--- src/rtl/slot_txreq_pkg.sv ---
package slot_txreq_pkg;
  // Handshake state toward the transmit arbiter
  typedef enum logic [1:0] {
    HS_IDLE   = 2'd0,
    HS_OFFER  = 2'd1,
    HS_FLIGHT = 2'd2
  } hs_state_e;
endpackage

--- src/rtl/slot_pending.sv ---
module slot_pending #(
  parameter int NUM_SLOTS = 8,
  localparam int IDX_W = $clog2(NUM_SLOTS)
) (
  input  logic                 clk,
  input  logic                 rst_n,
  input  logic [NUM_SLOTS-1:0] set_mask,
  input  logic                 clr_en,
  input  logic [IDX_W-1:0]     clr_idx,
  output logic [NUM_SLOTS-1:0] pend
);
  // One flag per slot. A completion clear wins over a set in the same
  // cycle. A set on a flag that is already high changes nothing.
  for (genvar g = 0; g < NUM_SLOTS; g++) begin : g_slot
    logic flag_q;
    always_ff @(posedge clk or negedge rst_n) begin
      if (!rst_n)                                         flag_q <= 1'b0;
      else if (clr_en && (clr_idx == IDX_W'(g)))          flag_q <= 1'b0;
      else if (set_mask[g])                               flag_q <= 1'b1;
    end
    assign pend[g] = flag_q;
  end
endmodule

--- src/rtl/slot_picker.sv ---
module slot_picker #(
  parameter int NUM_SLOTS = 8,
  localparam int IDX_W = $clog2(NUM_SLOTS)
) (
  input  logic [NUM_SLOTS-1:0] pend,
  output logic                 any,
  output logic [IDX_W-1:0]     idx
);
  // Fixed priority: the lowest-numbered waiting slot goes first
  always_comb begin
    any = 1'b0;
    idx = '0;
    for (int i = NUM_SLOTS - 1; i >= 0; i--) begin
      if (pend[i]) begin
        any = 1'b1;
        idx = IDX_W'(i);
      end
    end
  end
endmodule

--- src/rtl/tx_handshake_fsm.sv ---
module tx_handshake_fsm
  import slot_txreq_pkg::*;
#(
  parameter int NUM_SLOTS = 8,
  localparam int IDX_W = $clog2(NUM_SLOTS)
) (
  input  logic             clk,
  input  logic             rst_n,
  input  logic             any_pend,
  input  logic [IDX_W-1:0] pick_idx,
  input  logic             grant,
  input  logic             done,
  input  logic             ack_access,
  output logic             req,
  output logic [IDX_W-1:0] slot,
  output logic             clr_en,
  output logic [IDX_W-1:0] clr_idx,
  output logic [IDX_W-1:0] last_idx,
  output logic             irq
);
  hs_state_e        state_q;
  logic [IDX_W-1:0] slot_q;
  logic [IDX_W-1:0] last_q;
  logic             irq_q;
  logic             finish;

  assign finish = (state_q == HS_FLIGHT) && done;

  always_ff @(posedge clk or negedge rst_n) begin
    if (!rst_n) begin
      state_q <= HS_IDLE;
      slot_q  <= '0;
      last_q  <= '0;
    end else begin
      case (state_q)
        HS_IDLE: if (any_pend) begin
          slot_q  <= pick_idx;
          state_q <= HS_OFFER;
        end
        HS_OFFER:  if (grant) state_q <= HS_FLIGHT;
        HS_FLIGHT: if (done) begin
          last_q  <= slot_q;
          state_q <= HS_IDLE;
        end
        default: state_q <= HS_IDLE;
      endcase
    end
  end

  // A new completion outranks an acknowledging access in the same cycle
  always_ff @(posedge clk or negedge rst_n) begin
    if (!rst_n)          irq_q <= 1'b0;
    else if (finish)     irq_q <= 1'b1;
    else if (ack_access) irq_q <= 1'b0;
  end

  assign req      = (state_q == HS_OFFER);
  assign slot     = slot_q;
  assign clr_en   = finish;
  assign clr_idx  = slot_q;
  assign last_idx = last_q;
  assign irq      = irq_q;
endmodule

--- src/rtl/slot_txreq_ctrl.sv ---
module slot_txreq_ctrl #(
  parameter int          NUM_SLOTS = 8,
  parameter int          ADDR_W    = 8,
  parameter int          DATA_W    = 32,
  parameter logic [7:0]  REG_WORD  = 8'h20,
  localparam int IDX_W    = $clog2(NUM_SLOTS),
  localparam int WAIT_LSB = NUM_SLOTS,
  localparam int LAST_LSB = 2 * NUM_SLOTS
) (
  input  logic              clk,
  input  logic              rst_n,
  input  logic [ADDR_W-1:0] reg_addr,
  input  logic              reg_wr,
  input  logic              reg_rd,
  input  logic [DATA_W-1:0] reg_wdata,
  output logic [DATA_W-1:0] reg_rdata,
  output logic              arb_req,
  output logic [IDX_W-1:0]  arb_slot,
  input  logic              arb_grant,
  input  logic              arb_done,
  output logic              irq
);
  logic                 hit;
  logic                 ack_access;
  logic [NUM_SLOTS-1:0] set_mask;
  logic [NUM_SLOTS-1:0] pend_q;
  logic                 any_pend;
  logic [IDX_W-1:0]     pick_idx;
  logic                 clr_en;
  logic [IDX_W-1:0]     clr_idx;
  logic [IDX_W-1:0]     last_idx;
  logic                 unused_wdata;

  assign hit          = (reg_addr == REG_WORD[ADDR_W-1:0]);
  assign ack_access   = hit && (reg_wr || reg_rd);
  assign set_mask     = (hit && reg_wr) ? reg_wdata[NUM_SLOTS-1:0] : '0;
  assign unused_wdata = ^reg_wdata[DATA_W-1:NUM_SLOTS];

  slot_pending #(.NUM_SLOTS(NUM_SLOTS)) u_pend (
    .clk      (clk),
    .rst_n    (rst_n),
    .set_mask (set_mask),
    .clr_en   (clr_en),
    .clr_idx  (clr_idx),
    .pend     (pend_q)
  );

  slot_picker #(.NUM_SLOTS(NUM_SLOTS)) u_pick (
    .pend (pend_q),
    .any  (any_pend),
    .idx  (pick_idx)
  );

  tx_handshake_fsm #(.NUM_SLOTS(NUM_SLOTS)) u_hs (
    .clk        (clk),
    .rst_n      (rst_n),
    .any_pend   (any_pend),
    .pick_idx   (pick_idx),
    .grant      (arb_grant),
    .done       (arb_done),
    .ack_access (ack_access),
    .req        (arb_req),
    .slot       (arb_slot),
    .clr_en     (clr_en),
    .clr_idx    (clr_idx),
    .last_idx   (last_idx),
    .irq        (irq)
  );

  // Send bits read as zero; waiting flags and last slot are placed above them
  always_comb begin
    reg_rdata = '0;
    if (hit && reg_rd) begin
      reg_rdata[WAIT_LSB +: NUM_SLOTS] = pend_q;
      reg_rdata[LAST_LSB +: IDX_W]     = last_idx;
    end
  end
endmodule

--- config.mk ---
export PLATFORM = sky130hd
export DESIGN_NAME = slot_txreq_ctrl
export DESIGN_NICKNAME = d
export VERILOG_FILES = /design/src/rtl/slot_txreq_pkg.sv /design/src/rtl/slot_pending.sv /design/src/rtl/slot_picker.sv /design/src/rtl/tx_handshake_fsm.sv /design/src/rtl/slot_txreq_ctrl.sv
export SDC_FILE = /design/constraint.sdc
export NUM_CORES = 1
export LEC_CHECK = 0
export BUFFER_PORTS_ARGS = -buffer_cell sky130_fd_sc_hd__buf_2
export CORE_ASPECT_RATIO = 1.4
export CORE_MARGIN = 5
export CORE_UTILIZATION = 35
export CTS_CLUSTER_DIAMETER = 80
export DETAILED_ROUTE_END_ITERATION = 12
export PLACE_DENSITY_LB_ADDON = 0.15
export SLEW_MARGIN = 10
export SYNTH_ARGS = -nofsm -noshare
export SYNTH_HDL_FRONTEND = slang
export SYNTH_SLANG_ARGS = --single-unit
--- constraint.sdc ---
create_clock -name clk -period 1.61 [get_ports clk]
set_input_delay 0.4025 -clock clk [delete_from_list [all_inputs] [get_ports clk]]
set_output_delay 0.4025 -clock clk [all_outputs]
set_load 0.01 [all_outputs]
==> results_dict.tcl <==
set metrics [dict create \
    setup_viol_count_final 11 \
    start_util_pct 36.4 \
    path_clk_slew_ns 0.06 \
    cts_sinks 17 \
    placedCellCount 191 \
    peakVddDrop_uv 479 \
    via_per_inst 4.80 \
    root_buffer "clkbuf_8" \
    synth_area_per_cell_um2 9.34 \
    worstPathRequired_ns 1.21 \
    cts_buffer_depth 2 \
    critPathLaunchType "input pin" \
    coreArea_um2 2850 \
    crit_family "simple AND/OR/NAND/NOR gates" \
    grt_pass1_wl_mm 4.67 \
    critPathMaxStageDelay_ns 0.27 \
    p_leak_nw 0.761 \
    fin_crit_sh_pct 115 \
    routabilityCongestion 0.782 \
    cts_buffers 3 \
    synth.top_cell.area_share_pct 41.0 \
    grt_max_degree 18 \
    rsz0062_at_grt "yes" \
    layout_setup_ws_ns -0.239 \
    synthCells 111 \
    finalMaxSlewViolations 0 \
    die_w_um 56.0 \
    final_cells 196 \
    grt_overflow_total 0 \
    cp_data_arrival_time_ns 1.45 \
    area_delta_synth_final_pct 30.8 \
    postPlaceCellArea_um2 1270 \
    die-area_um2 4170 \
    crit_type "in -> out" \
    hpwl_mm 2.30 \
    yosys_warnings 0 \
    yosys.area.top_type "dfrtp_1" \
    drive_above_1_share_pct 38.4 \
    ant_nets 0 \
    port_buffers 37 \
    drt_iter0_drc 24 \
    power_density_nw_per_um2 1090 \
    worst-path-buf-inv 3 \
    power_mw 1.48 \
    clock.fmax_ghz 0.541 \
    slowest_stage "and4b_1" \
    ys_ff_latch 17 \
    htree_num_levels 1 \
    path_cells "buf_6 -> nor4_4 -> and4b_1 -> buf_12 -> and3_1 -> buf_2" \
    dr.pass1.iters 4 \
    diodes 0 \
    violations "setup timing" \
    grt_pass1_vias 1025 \
    finalCriticalPeriod_ns 1.85 \
    ys_seq_area_share_pct 41.0 \
    wl_per_cell_um 14.4 \
    nets 206 \
    num_rows 23 \
    skew_ns 0.00346 \
    antenna_found_initial 0 \
    drv_cap 0 \
    final_area_um2 1360 \
    cp_max_fo 13 \
    status "finished, violations left" \
    syn_area_um2 1040 \
    track_usage_pct 14.3 \
    synth_cell_types 27 \
    io_pins 83 \
    clk_latency_ns 0.25 \
    worstHoldPathType "in -> async" \
    finalWirelength_mm 2.81 \
    synth_top_cells_by_area "dfrtp_1 (41%), buf_4 (15%), and3_1 (7.2%), a21oi_1 (5.3%), a31oi_1 (4.8%)" \
    cp-end-kind "primary output" \
    die_h_um 74.4 \
    drc 0 \
    preCtsSetupSlack_ns -0.318 \
    vias 940 \
    hold_viol 0 \
    setup_tns_ns -2.33 \
    cts_tree "built" \
]
## where the power goes
part,internal [mW],switching [mW]
Combinational,0.243,0.260
Sequential,0.539,0.122
Clock,0.175,0.137
## per-stage QoR
| step | hold slack [ns] | utilization [%] |
|---|---|---|
| floorplan | 0.107 | - |
| global placement | 0.342 | 44.6 |
| detailed placement | 0.347 | 44.6 |
| CTS | 0.0795 | 47.6 |
| global route | 0.105 | 47.6 |
| finish | 0.0706 | 47.6 |
## cell usage in the layout (no fill, tap or decap), types with 2 or more instances in the layout
master    Yosys  layout
and3_1       12      11
conb_1        1      21
o21ai_0       4       4
nor2_1        5       5
nor2b_1       3       3
buf_6         0       3
nand2_1       4       4
a31oi_1       8       8
a21oi_1      11      11
dfrtp_1      17      17
or4_4         2       2
buf_2         1      34
mux2_2        3       3
clkbuf_8      0       3
buf_4        21      11
nor3_1        4       4
## sequential cells by signal, indices dropped and copies added, names as in the netlist
| register | cells |
|---|---|
| u_hs.last_idx | 3 |
| u_hs.irq | 1 |
| u_hs.state_q | 2 |
| u_pend.g_slot.flag_q | 8 |
| u_hs.clr_idx | 3 |
## worst reg2reg max path, cell delays in order, from the launching register on
cell and delay (ns):
dfrtp_1 0.39, or4_4 0.58, o21ai_4 0.18, mux2_4 0.31
## logic make-up (layout without fill, tap and decap cells)
kind of cell / after synthesis / count (layout) / share of synthesized area, %
AO/OA/AOI/OAI: 27 / 27 / 16.0
buffers and inverters: 26 / 54 / 17.1
flip-flops: 17 / 17 / 41.0
multiplexers: 4 / 4 / 4.70
other: 1 / 21 / 0.362
AND/OR/NAND/NOR: 36 / 36 / 20.7
## Yosys cell counts
master	number
o41ai_1	1
a22o_1	1
o21ai_4	1
buf_4	21
nor4_1	1
o21ai_0	4
nor2_1	5
mux2_4	1
and2_1	1
mux2_2	3
and3_1	12
nor3_1	4
nand2_1	4
clkbuf_1	3
and3b_1	1
a31oi_1	8
a211oi_1	1
buf_2	1
or4_4	2
a21oi_1	11
inv_1	1
conb_1	1
nand2b_1	1
and4b_1	1
nor2b_1	3
dfrtp_1	17
nor3b_1	1
## layout make-up
class	instances	area, um^2
Fill cell	295	1490
Multi-Input combinational cell	88	529
Sequential cell	17	425
Timing Repair Buffer	49	307
Tap cell	37	46.3
Clock buffer	4	45.0
Inverter	1	3.75
## path summary, 6_finish.rpt
path,end,cells after the start,slack (ns),startpoint
setup reg to reg,u_hs.clr_idx[0]$_DFFE_PN0P_,3,0.05,u_pend.g_slot[7].flag_q$_DFFE_PN0P_
min in group clk,u_hs.state_q[0]$_DFFE_PN0P_,2,0.36,arb_grant
max in group asynchronous,u_pend.g_slot[0].flag_q$_DFFE_PN0P_,1,1.26,rst_n
setup / recovery,reg_rdata[12],6,-0.24,reg_addr[2]
hold reg to reg,u_hs.irq$_DFFE_PN0P_,1,0.50,u_hs.irq$_DFFE_PN0P_
hold / removal,u_pend.g_slot[3].flag_q$_DFFE_PN0P_,1,0.07,rst_n
## layer usage
metal / vias to the layer above / global-route usage [%] / part of all wire, %
li1: 453 / - / -
met1: 436 / 15.2 / 38
met2: 42 / 26.3 / 51
met3: 9 / 3.82 / 7.8
met4: 0 / 6.60 / 2.7
met5: - / 0 / 0
## repair_timing
action | 4_1_cts | 5_1_grt
setup buffers | 1 | 0
pin swaps | 2 | 1
hold buffers | 0 | 0
endpoints found under the setup margin | 11 | 12
gates resized for setup | 5 | 0
Power figures use the tool's default switching activity.
